File: src/rtl/sck_edge_gen.sv
module sck_edge_gen #(
  parameter int FW = 4
) (
  input  logic          clk,
  input  logic          rst_n,
  input  logic          run,
  input  logic [5*FW-1:0] timing,
  output logic          sck,
  output logic          shift_stb,
  output logic          sample_stb,
  output logic          bit_done
);

  logic [FW-1:0] per_f, rise_f, fall_f, smp_f, last, cnt;
  logic          at_last, sck_q;

  assign per_f  = timing[FW-1:0];
  assign rise_f = timing[3*FW-1:2*FW];
  assign fall_f = timing[4*FW-1:3*FW];
  assign smp_f  = timing[5*FW-1:4*FW];

  assign last    = (per_f < FW'(2)) ? FW'(1) : per_f - FW'(1);
  assign at_last = (cnt >= last);

  always_ff @(posedge clk or negedge rst_n) begin
    if (!rst_n) begin
      cnt   <= '0;
      sck_q <= 1'b1;
    end else if (!run) begin
      cnt   <= '0;
      sck_q <= 1'b1;
    end else begin
      cnt <= at_last ? '0 : cnt + FW'(1);
      if (cnt == rise_f)      sck_q <= 1'b1;
      else if (cnt == fall_f) sck_q <= 1'b0;
    end
  end

  assign sck        = sck_q;
  assign shift_stb  = run && (cnt == fall_f);
  assign sample_stb = run && (cnt == smp_f);
  assign bit_done   = run && at_last;

  AST_DONE_WRAP: assert property (@(posedge clk) disable iff (!rst_n)
    bit_done |=> (cnt == '0));

  AST_FALL_LOW: assert property (@(posedge clk) disable iff (!rst_n)
    (shift_stb && (rise_f != fall_f)) |=> !sck);

  AST_RISE_HIGH: assert property (@(posedge clk) disable iff (!rst_n)
    (run && (cnt == rise_f)) |=> sck);

  AST_IDLE_HIGH: assert property (@(posedge clk) disable iff (!rst_n)
    (!run && $past(!run)) |-> sck);

  AST_IDLE_QUIET: assert property (@(posedge clk) disable iff (!rst_n)
    !run |=> (cnt == '0));

endmodule

File: config.mk
export PLATFORM = sky130hd
export DESIGN_NAME = sck_edge_gen
export DESIGN_NICKNAME = d
export VERILOG_FILES = /design/src/rtl/sck_edge_gen.sv
export SDC_FILE = /design/constraint.sdc
export NUM_CORES = 1
export LEC_CHECK = 0
export BUFFER_PORTS_ARGS = -buffer_cell sky130_fd_sc_hd__buf_2
export CAP_MARGIN = 20
export CELL_PAD_IN_SITES_DETAIL_PLACEMENT = 2
export CELL_PAD_IN_SITES_GLOBAL_PLACEMENT = 2
export CORE_UTILIZATION = 23
export CTS_BUF_LIST = sky130_fd_sc_hd__clkbuf_16
export DETAILED_ROUTE_END_ITERATION = 7
export PLACE_DENSITY_LB_ADDON = 0.1
export SETUP_SLACK_MARGIN = 0.15
export SLEW_MARGIN = 20
export SYNTH_ARGS = -nofsm -noshare
export SYNTH_HDL_FRONTEND = slang
export SYNTH_SLANG_ARGS = --single-unit
File: constraint.sdc
create_clock -name clk -period 2.1 [get_ports clk]
set_input_delay 0.21 -clock clk [delete_from_list [all_inputs] [get_ports clk]]
set_output_delay 0.21 -clock clk [all_outputs]
set_load 0.005 [all_outputs]
* Word-level counts from Yosys, hierarchy flattened
Cells that the tools add are included.
** Word-level totals
- Flip-flop bits (word level) :: 5
- Bits of input ports :: 23
- Logic and storage cells :: 19
** Operators by class
- Add/sub/neg operators :: 2
- Magnitude comparators :: 2
- Equal/unequal tests :: 4
- Multiplexer cells :: 6
- Reductions and logical operators :: 3
** Operators with widths (number)
- equality test 4 bit :: 3
- 2-to-1 mux 4 bit :: 3
- adder 4 x 1 -> 4 bit, second input constant :: 1
- >= comparator 4 bit :: 1
- < comparator 4 x 2 -> 1 bit, second input constant :: 1
- subtractor 4 x 1 -> 4 bit, second input constant :: 1
- logical AND 1 bit :: 3
- 2-to-1 mux 1 bit :: 3
- != test 3 x 1 -> 1 bit, second input constant :: 1

* Longest topological paths before layout
Gate-level depths: netlist of run 1.
- Depth after elaboration :: 5
- Gate-level depth with buffers :: 8
- Gate-level depth less buffers :: 8

* Worst setup path after synthesis of run 1
No wires, ideal clock.
- Path kind :: input-to-output
- Start point :: in timing[0]
- End point :: out bit_done
- Data arrival time :: 1.495 ns
- Required time :: 1.890 ns
- Slack :: 0.395 ns
- Stages on the path :: 7
- Buffers on the path :: 0
- Path through :: inv_1 > ha_1 > or2_2 > ha_1 > a21oi_1 > o21ai_1 > and2_1
** Between the ends
- Word-level cells in the longest chain between the ends :: 4
- Elaborated cells on any way between the ends :: 5
** RTL lines
- start: declaration :: line 7 : input logic [5*FW-1:0] timing,
- subtractor 4 x 1 -> 4 bit or < comparator 4 x 2 -> 1 bit (tied branches) :: line 22 : assign last = (per_f < FW'(2)) ? FW'(1) : per_f - FW'(1);
- 2-to-1 mux 4 bit (*) :: line 22
- >= comparator 4 bit (*) :: line 23 : assign at_last = (cnt >= last);
- logical AND 1 bit (*) :: line 42 : assign bit_done = run && at_last;
- end: declaration :: line 11 : output logic bit_done
Mark *: on every way between the ends. The rest lies on a longest branch, timed or not.

* Worst setup path in the final report of run 1
Ends and elaborated chain as after synthesis.

==> run_results.csv, run 1 <==
group,metric,value,unit
run_status,status,"complete, no violations",
clock_network,clock_latency,0.23,ns
floorplanning,rows,16,
route,routedWlPerCell,12.7,um
power_and_ir_drop,power_frac_comb,0.263,
sta,relSlewSlack,0.761,
floorplanning,die_height,48.9,um
sta,setup_viol,0,
clock_network,clockRootBuffer,"clkbuf_16",
synth,synth_area_leader_cell,"dfrtp_1",
synth,yosysTopAreaCellShare,0.198,
setup_path,startpoint_type,"input pin",
global_routing,grt_max_degree,9,
setup_path,critPathMaxFanout,3,
setup_path,worst_path_max_delay_cell,"or2_2",
power_and_ir_drop,p_seq_frac,0.214,
power_and_ir_drop,p_int,440,uW
route,dr_total_vias,491,
route,drc,0,
power_and_ir_drop,swShare,0.272,
power_and_ir_drop,p_sw,164,uW
route,drt.antenna.violating_nets,0,
sta,rsz0062_at_grt,"no",
setup_path,critPathKind,"input pin to output port",
place,dp_hpwl,1060,um
power_and_ir_drop,ir_drop,0.000536,V
floorplanning,io_pins,27,
flow_run,drv_cap,0,
clock_network,clk_pin_slew_worst_paths,0.04,ns
clock_network,post_cts_buffers,0,
route,wl,1410,um
cells_and_area,num-fill-cells,243,
clock_network,htree_levels,1,
power_and_ir_drop,power.share.clock,0.523,
sta,max_freq,541,MHz
synth,netlist_instances,57,
synth,synth_nets,86,
global_routing,antenna_found_initial,0,
sta,min_period,1.85,ns
setup_path,cp_common_cell,"buf_2",
place,port_buffers,22,
clock_network,cts_tree,"yes",
global_routing,grt_first_pass_wirelength,2460,um
floorplanning,core-area,2020,um2
power_and_ir_drop,power.density,798,nW/um2
route,vias_per_cell,4.42,
clock_network,clock_path_buffers,2,
setup_path,crit_path_cell_trace,"buf_2 > inv_1 > ha_1 > or2_2 > ha_4 > a21oi_2 > o21ai_2 > and2_1 > buf_2",
clock_network,cts.sinks,5,
global_routing,grt_pass1_vias,550,
route,drt_pass1_iterations,2,
sta,min_period_over_period,0.881,
synth,synth_area,505,um2
floorplanning,die_area,2390,um2
synth,ys_warn_count,0,
cells_and_area,antennaDiodeCount,0,
hold_path,hold_path_class,"input pin to flip-flop",
setup_path,end_kind,"output port",
synth,ys_seq_area_frac,0.250,
sta,tightestPinTransition,0.358,ns
sta,hold_viol,0,
synth,ys_types,25,
power_and_ir_drop,p_leak,0.395,nW
setup_path,crit_path_max_incr_delay,0.32,ns
cells_and_area,area_growth,49.8,%
sta,whs,0.277,ns
clock_network,cts_buffers,3,
cells_and_area,nets,114,
cells_and_area,drive_gt1_frac,0.405,
setup_path,worstPathArrival,1.64,ns
synth,ys_ff_latch,5,
floorplanning,start_util,0.250,
synth,syn-mean-instance-area,8.87,um2
floorplanning,die_w,48.9,um
route,drtIter0Drc,1,
sta,final_max_slew_viol_count,0,
place,gp_congestion,0.661,
sta,setup_tns,0,ns
sta,clock_skew,0.00408,ns
global_routing,grt.overflow.total,0,
synth,synthTopCellsByArea,"dfrtp_1 (20%), ha_1 (15%), xor2_1 (14%)",
setup_path,cp.required,1.89,ns
global_routing,grt_use_total,0.142,
==> layout by cell type, fill, tap and decap left out, drive strengths merged <==
| cell type | netlist | layout |
|---|---|---|
| nor2 | 3 | 3 |
| ha | 6 | 6 |
| xor2 | 8 | 8 |
| nor4 | 2 | 2 |
| or2 | 1 | 1 |
| a21oi | 2 | 2 |
| nor3b | 1 | 1 |
| o21ai | 2 | 2 |
| nor3 | 1 | 1 |
| nand2b | 2 | 2 |
| nand4 | 1 | 1 |
| dlygate4sd3 | 0 | 1 |
| nand2 | 5 | 5 |
| clkbuf | 0 | 3 |
| buf | 2 | 24 |
| xnor2 | 6 | 6 |
| and2 | 2 | 2 |
| dfrtp | 4 | 4 |
| inv | 4 | 5 |
| o31ai | 1 | 1 |
| dfstp | 1 | 1 |
| o211ai | 1 | 1 |
| nand3 | 1 | 1 |
| mux2 | 1 | 1 |
==> final timing paths <==
path / slack [ns] / start / end / depth (start not counted)
setup reg to reg: 0.65 / cnt[3]$_DFF_PN0_ / cnt[0]$_DFF_PN0_ / 5
hold reg to reg: 0.56 / sck$_DFFE_PN1P_ / sck$_DFFE_PN1P_ / 2
max in group asynchronous: 1.54 / rst_n / sck$_DFFE_PN1P_ / 2
min in group asynchronous: 0.35 / rst_n / cnt[3]$_DFF_PN0_ / 2
setup / recovery: 0.25 / timing[0] / bit_done / 9
hold / removal: 0.28 / run / cnt[2]$_DFF_PN0_ / 3
==> per-layer routing <==
metal | share of wire | up-vias | global-route usage
met3 | 0.058 | 3 | 0.0467
met2 | 0.52 | 17 | 0.234
li1 | - | 243 | -
met1 | 0.40 | 228 | 0.158
met5 | 0 | - | 0
met4 | 0.020 | 0 | 0.0882
==> state kept, by name, indices dropped and copies added (netlist names) <==
signal  cells
cnt         4
sck         1
==> cell type report <==
class	count	area [um2]	area share
Clock buffer	3	75.1	0.0992
Clock inverter	1	3.75	0.00496
Inverter	4	15.0	0.0198
Multi-Input combinational cell	46	368	0.486
Sequential cell	5	126	0.167
Tap cell	27	33.8	0.0446
Timing Repair Buffer	25	135	0.179
==> power groups by stage <==
| stage | clock network [mW] | logic [mW] | registers [mW] |
|---|---|---|---|
| 2_1_floorplan | 0 | 0.0972 | 0.121 |
| 3_3_place_gp | 0 | 0.142 | 0.129 |
| 3_5_place_dp | 0 | 0.146 | 0.130 |
| 4_1_cts | 0.324 | 0.150 | 0.129 |
| 5_1_grt | 0.330 | 0.182 | 0.132 |
| 6_report | 0.316 | 0.159 | 0.130 |
==> what timing repair did <==
| action | 4_1_cts | 5_1_grt |
|---|---|---|
| hold endpoints to repair | 5 | 0 |
| hold buffers | 1 | 0 |
| gates resized for setup | 0 | 3 |
| setup endpoints to repair | 0 | 1 |
==> through the flow <==
step           setup slack [ns]  utilization  area [um2]  cells  power, mW
6_report                  0.250        0.374         757    111      0.604
5_1_grt                   0.169        0.374         757    111      0.643
4_1_cts                   0.194        0.364         737    111      0.603
3_5_place_dp              0.203        0.321         648    106      0.276
3_3_place_gp              0.200        0.321         648    106      0.271
2_1_floorplan             0.395            -         505     57      0.218
==> worst max-delay path, delay by kind of cell <==
| family | cells | cell delay (ns) |
|---|---|---|
| compound gates | 2 | 0.20 |
| simple gates | 2 | 0.47 |
| fa+ha+maj | 2 | 0.49 |
| buf+inv | 3 | 0.27 |
==> logic make-up (layout without fill, tap and decap cells) <==
family | count (synthesis) | count (layout) | synth area share
flops | 5 | 5 | 0.250
mux | 1 | 1 | 0.0223
buf+inv | 6 | 33 | 0.0619
xor+xnor | 14 | 14 | 0.243
compound gates | 6 | 6 | 0.0693
fa+ha+maj | 6 | 6 | 0.149
simple gates | 19 | 19 | 0.205
==> Yosys cell counts <==
cell,number
xor2_1,8
ha_1,6
xnor2_1,6
nand2_1,5
dfrtp_1,4
inv_1,4
nor2_1,3
a21oi_1,2
and2_1,2
nand2b_1,2
buf_2,1
buf_6,1
dfstp_2,1
mux2_2,1
nand3_1,1
nand4_1,1
nor3_1,1
nor3b_1,1
nor4_1,1
nor4_2,1
o211ai_1,1
o21ai_0,1
o21ai_1,1
o31ai_1,1
or2_2,1
Note: power is estimated with default switching activity, not from simulation.
==> inputs of run 2 (changes only) <==
- CORE_MARGIN: unset -> 3
==> run_results.csv, run 2 (synthesized netlist as in run 1, its figures left out) <==
group,metric,value,unit
run_status,status,"complete, no violations",
floorplanning,io_pins,27,
route,routedWlPerCell,13.5,um
clock_network,clk_pin_slew_worst_paths,0.03,ns
setup_path,critPathMaxFanout,3,
sta,relSlewSlack,0.765,
route,drc,0,
setup_path,end_kind,"output port",
place,dpl-instance-area,648,um2
clock_network,cts.sinks,5,
floorplanning,die_w,52.9,um
cells_and_area,area_growth,49.8,%
setup_path,worstPathArrival,1.67,ns
setup_path,crit_path_max_incr_delay,0.32,ns
cells_and_area,num-fill-cells,238,
setup_path,worst_path_max_delay_cell,"or2_2",
sta,min_period_over_period,0.893,
setup_path,cp.required,1.89,ns
global_routing,grt_max_degree,9,
clock_network,cts_tree,"yes",
cells_and_area,mostFrequentLayoutCells,"buf_2 (22), xor2_1 (8), xnor2_1 (6)",
clock_network,clockRootBuffer,"clkbuf_16",
place,gp_congestion,0.684,
route,wl,1490,um
route,drt.antenna.violating_nets,0,
sta,final_max_slew_viol_count,0,
global_routing,grt.overflow.total,0,
global_routing,antenna_found_initial,0,
power_and_ir_drop,ir_drop,0.000438,V
route,drtIter0Drc,3,
floorplanning,start_util,0.250,
route,drt_pass1_iterations,3,
clock_network,htree_levels,1,
global_routing,grt_use_total,0.135,
setup_path,critPathKind,"input pin to output port",
floorplanning,core-area,2020,um2
setup_path,path_buf_inv,3,
setup_path,crit_path_cell_trace,"buf_2 > inv_1 > ha_1 > or2_2 > ha_4 > a21oi_2 > o21ai_2 > and2_1 > buf_2",
sta,tightestPinTransition,0.352,ns
floorplanning,die_area,2800,um2
place,port_buffers,22,
place,dp_hpwl,1140,um
cells_and_area,largest_reg_flops,4,
flow_run,drv_cap,0,
route,vias_per_cell,4.35,
sta,setup_tns,0,ns
sta,min_period,1.88,ns
cells_and_area,stdcell_area,757,um2
floorplanning,die_height,52.9,um
global_routing,grt_pass1_vias,551,
sta,max_freq,533,MHz
route,dr_total_vias,483,
power_and_ir_drop,finalPower,596,uW
sta,rsz0062_at_grt,"no",
setup_path,critPathTopFamily,"adder cells",
hold_path,hold_path_class,"input pin to flip-flop",
setup_path,cp_common_cell,"buf_2",
setup_path,startpoint_type,"input pin",
clock_network,cts_buffers,3,
sta,hold_viol,0,
cells_and_area,nets,114,
clock_network,clock_path_buffers,2,
cells_and_area,final_common_cell,"buf_2",
cells_and_area,antennaDiodeCount,0,
clock_network,post_cts_buffers,0,
sta,setup_viol,0,
power_and_ir_drop,p_leak,0.395,nW
cells_and_area,regMostFlops,"cnt",
global_routing,grt_first_pass_wirelength,2630,um
cells_and_area,drive_gt1_frac,0.405,
clock_network,clock_latency,0.23,ns
sta,clock_skew,0.000896,ns
power_and_ir_drop,power.density,788,nW/um2
floorplanning,rows,16,
-- run 2: routing by layer --
metal	track usage	wire [um]	vias to the layer above
li1	-	-	244
met1	0.154	612	225
met2	0.227	797	14
met3	0.0310	84	0
met4	0.0766	0	0
met5	0	0	-
-- run 2: worst reg2reg max path, stage by stage, from the launching register on --
cell	delay (ns)
dfrtp_1	0.46
ha_1	0.35
a21oi_1	0.17
o21ai_2	0.08
buf_4	0.15
nor3b_1	0.16
-- run 2: final timing paths --
| path | slack [ns] | endpoint | startpoint | cells after the start |
|---|---|---|---|---|
| max in group asynchronous | 1.52 | sck$_DFFE_PN1P_ | rst_n | 2 |
| setup reg to reg | 0.64 | cnt[0]$_DFF_PN0_ | cnt[3]$_DFF_PN0_ | 5 |
| hold reg to reg | 0.53 | sck$_DFFE_PN1P_ | sck$_DFFE_PN1P_ | 2 |
| min in group asynchronous | 0.36 | cnt[0]$_DFF_PN0_ | rst_n | 2 |
| hold / removal | 0.28 | cnt[3]$_DFF_PN0_ | run | 3 |
| setup / recovery | 0.22 | bit_done | timing[0] | 9 |
-- run 2: power breakdown --
part	switching, mW	internal, mW	total (mW)
clock	0.0598	0.246	0.306
combinational	0.0757	0.0846	0.160
sequential	0.0207	0.109	0.130
total	0.156	0.440	0.596
-- run 2: per-stage QoR --
step,setup WS [ns],hold slack (ns),utilization,std cells
detailed placement,0.176,0.0332,0.321,106
floorplan,0.395,-0.0856,-,57
global placement,0.185,0.0308,0.321,106
global route,0.122,0.306,0.374,111
CTS,0.169,0.288,0.364,111
finish,0.224,0.277,0.374,111
-- run 2: area by class of cell --
| cell class | instances | area, um2 | share of cell area |
|---|---|---|---|
| Clock buffer | 3 | 75.1 | 0.0992 |
| Sequential cell | 5 | 126 | 0.167 |
| Inverter | 4 | 15.0 | 0.0198 |
| Clock inverter | 1 | 3.75 | 0.00496 |
| Timing Repair Buffer | 25 | 135 | 0.179 |
| Multi-Input combinational cell | 46 | 368 | 0.486 |
| Tap cell | 27 | 33.8 | 0.0446 |
-- run 2: repair_timing --
action / CTS / global route
resized for setup: 0 / 4
hold buffers: 1 / 0
endpoints found under the setup margin: 0 / 1
endpoints found under the hold margin: 5 / 0
==> inputs of run 3 (changes only) <==
- ABC_AREA: unset -> 1
- CORE_UTILIZATION: 23 -> 21
==> run_results.csv, run 3 <==
group,metric,value,unit
sta,hold_viol,0,
global_routing,grt_use_total,0.113,
floorplanning,start_util,0.224,
clock_network,cts_buffers,3,
clock_network,clock_latency,0.23,ns
cells_and_area,drive_gt1_frac,0.230,
clock_network,clockRootBuffer,"clkbuf_16",
route,drt.antenna.violating_nets,0,
floorplanning,rows,18,
synth,ys_seq_area_frac,0.223,
floorplanning,die_height,57.9,um
cells_and_area,area_growth,45.4,%
synth,ys_top_cells_by_count,"nand2_1 (33), inv_1 (20), nor2_1 (16)",
global_routing,antenna_found_initial,0,
sta,min_period_over_period,0.862,
synth,async_flop_share,1.00,
floorplanning,die_w,57.9,um
global_routing,grt.overflow.total,0,
sta,relSlewSlack,0.803,
power_and_ir_drop,power.density,772,nW/um2
hold_path,hold_start,"run",
cells_and_area,mostFrequentLayoutCells,"nand2_1 (33), buf_2 (22), inv_1 (21)",
setup_path,critPathKind,"input pin to output port",
synth,syn-mean-instance-area,5.77,um2
route,drc,0,
setup_path,cp.required,1.89,ns
global_routing,grt_first_pass_wirelength,2990,um
place,port_buffers,22,
setup_path,worstPathArrival,1.60,ns
clock_network,clock_path_buffers,2,
cells_and_area,nets,156,
route,drtIter0Drc,13,
setup_path,startpoint_type,"input pin",
clock_network,htree_levels,1,
synth,ys_ff_latch,5,
setup_path,cp-startpoint,"timing[2]",
global_routing,grt_pass1_vias,725,
sta,rsz0062_at_grt,"no",
hold_path,hold_path_class,"input pin to flip-flop",
sta,setup_ws,0.290,ns
clock_network,cts_tree,"yes",
clock_network,clk_pin_slew_worst_paths,0.03,ns
power_and_ir_drop,p_leak,0.509,nW
cells_and_area,largest_reg_flops,4,
sta,setup_viol,0,
synth,synthTopCellsByArea,"nand2_1 (22%), dfrtp_1 (18%), ha_1 (13%)",
synth,netlist_instances,98,
synth,ys_warn_count,0,
setup_path,end_kind,"output port",
sta,tightestPinTransition,0.295,ns
cells_and_area,regMostFlops,"cnt",
run_status,status,"complete, no violations",
synth,synth_nets,127,
place,dp_hpwl,1470,um
synth,yosysTopAreaCellShare,0.219,
cells_and_area,num-fill-cells,317,
setup_path,worstReg2RegStart,"cnt[0]$_DFF_PN0_",
cells_and_area,final_common_cell,"nand2_1",
sta,min_period,1.81,ns
floorplanning,io_pins,27,
route,wl,1690,um
sta,max_freq,553,MHz
floorplanning,core-area,2520,um2
synth,synth_area_leader_cell,"nand2_1",
cells_and_area,multi_input_area,377,um2
power_and_ir_drop,finalPower,635,uW
synth,ys_types,13,
route,vias_per_cell,4.41,
sta,clock_skew,0.00170,ns
synth,yosysMostFrequentCell,"nand2_1",
route,routedWlPerCell,10.8,um
route,dr_total_vias,688,
power_and_ir_drop,ir_drop,0.000596,V
clock_network,cts.sinks,5,
cells_and_area,antennaDiodeCount,0,
global_routing,grt_max_degree,10,
synth,synth_area,566,um2
place,gp_congestion,0.743,
synth,synth-edff-count,0,
sta,setup_tns,0,ns
synth,synthFlopType,"dfrtp_1",
flow_run,drv_cap,0,
cells_and_area,final-seq-area,126,um2
route,drt_pass1_iterations,4,
sta,final_max_slew_viol_count,0,
floorplanning,die_area,3350,um2
place,dp_slack,0.217,ns
setup_path,critPathMaxFanout,3,
==> run 3: cell count changes after synthesis, sizes merged, moves of 3 or more <==
cell   change
o21ai      +3
xor2       -5
nor2      +13
xnor2      -6
inv       +16
nand2     +28
==> run 3: layer usage <==
| layer | GRT usage | up-vias | part of all wire |
|---|---|---|---|
| met1 | 0.142 | 317 | 0.48 |
| met5 | 0 | - | 0 |
| met4 | 0.0298 | 0 | 0.0065 |
| met2 | 0.197 | 19 | 0.45 |
| met3 | 0.0200 | 3 | 0.068 |
| li1 | - | 349 | - |
==> run 3: kinds of logic after synthesis <==
logic type                 Yosys count  share of synthesized area
AOI/OAI and AO/OA                   10                     0.0907
buffers and inverters               20                      0.133
adders and majority gates            6                      0.133
DFF                                  5                      0.223
and+or+nand+nor                     54                      0.374
xor gates and xnor gates             3                     0.0465
==> run 3: worst paths after layout <==
kind,end,slack [ns],cells after the start
worst max-delay path,bit_done,0.29,13
worst min-delay path,cnt[1]$_DFF_PN0_,0.26,3
worst max register to register,cnt[0]$_DFF_PN0_,0.66,6
worst min register to register,sck$_DFFE_PN1P_,0.47,2
max in group asynchronous,sck$_DFFE_PN1P_,1.57,2
min in group asynchronous,cnt[2]$_DFF_PN0_,0.32,2
==> run 3: layout make-up <==
| class | count | area share |
|---|---|---|
| Multi-Input combinational cell | 73 | 0.458 |
| Timing Repair Buffer | 24 | 0.155 |
| Sequential cell | 5 | 0.154 |
| Clock buffer | 3 | 0.0913 |
| Inverter | 20 | 0.0913 |
| Tap cell | 30 | 0.0457 |
| Clock inverter | 1 | 0.00457 |
==> run 3: timing repair <==
action,in CTS,in global routing
endpoints found under the setup margin,0,1
gates resized for setup,0,2
buffers inserted,0,0
hold buffers,1,0
hold endpoints to repair,5,0
==> run 3: per-stage QoR <==
| stage | utilization | instances | hold WS [ns] | area [um2] |
|---|---|---|---|---|
| 3_5_place_dp | 0.286 | 151 | 0.0296 | 721 |
| 6_report | 0.326 | 156 | 0.265 | 822 |
| 3_3_place_gp | 0.286 | 151 | 0.0249 | 721 |
| 4_1_cts | 0.321 | 156 | 0.268 | 810 |
| 2_1_floorplan | - | 98 | -0.0856 | 566 |
| 5_1_grt | 0.326 | 156 | 0.292 | 822 |
==> run 3: critical path, stage by stage <==
cell and delay (ns):
buf_2 0.11, nor2_1 0.09, inv_1 0.05, or2_2 0.29, nand2_1 0.11, ha_4 0.21
inv_1 0.05, nor2_1 0.03, o21ai_1 0.12, nand3_1 0.12, nand2_1 0.07, inv_1 0.03
buf_2 0.11
==> run 3: power breakdown <==
group	internal [mW]	total, mW	switching, mW
combinational	0.0851	0.187	0.102
clock	0.246	0.307	0.0610
sequential	0.111	0.140	0.0291
total	0.443	0.635	0.192
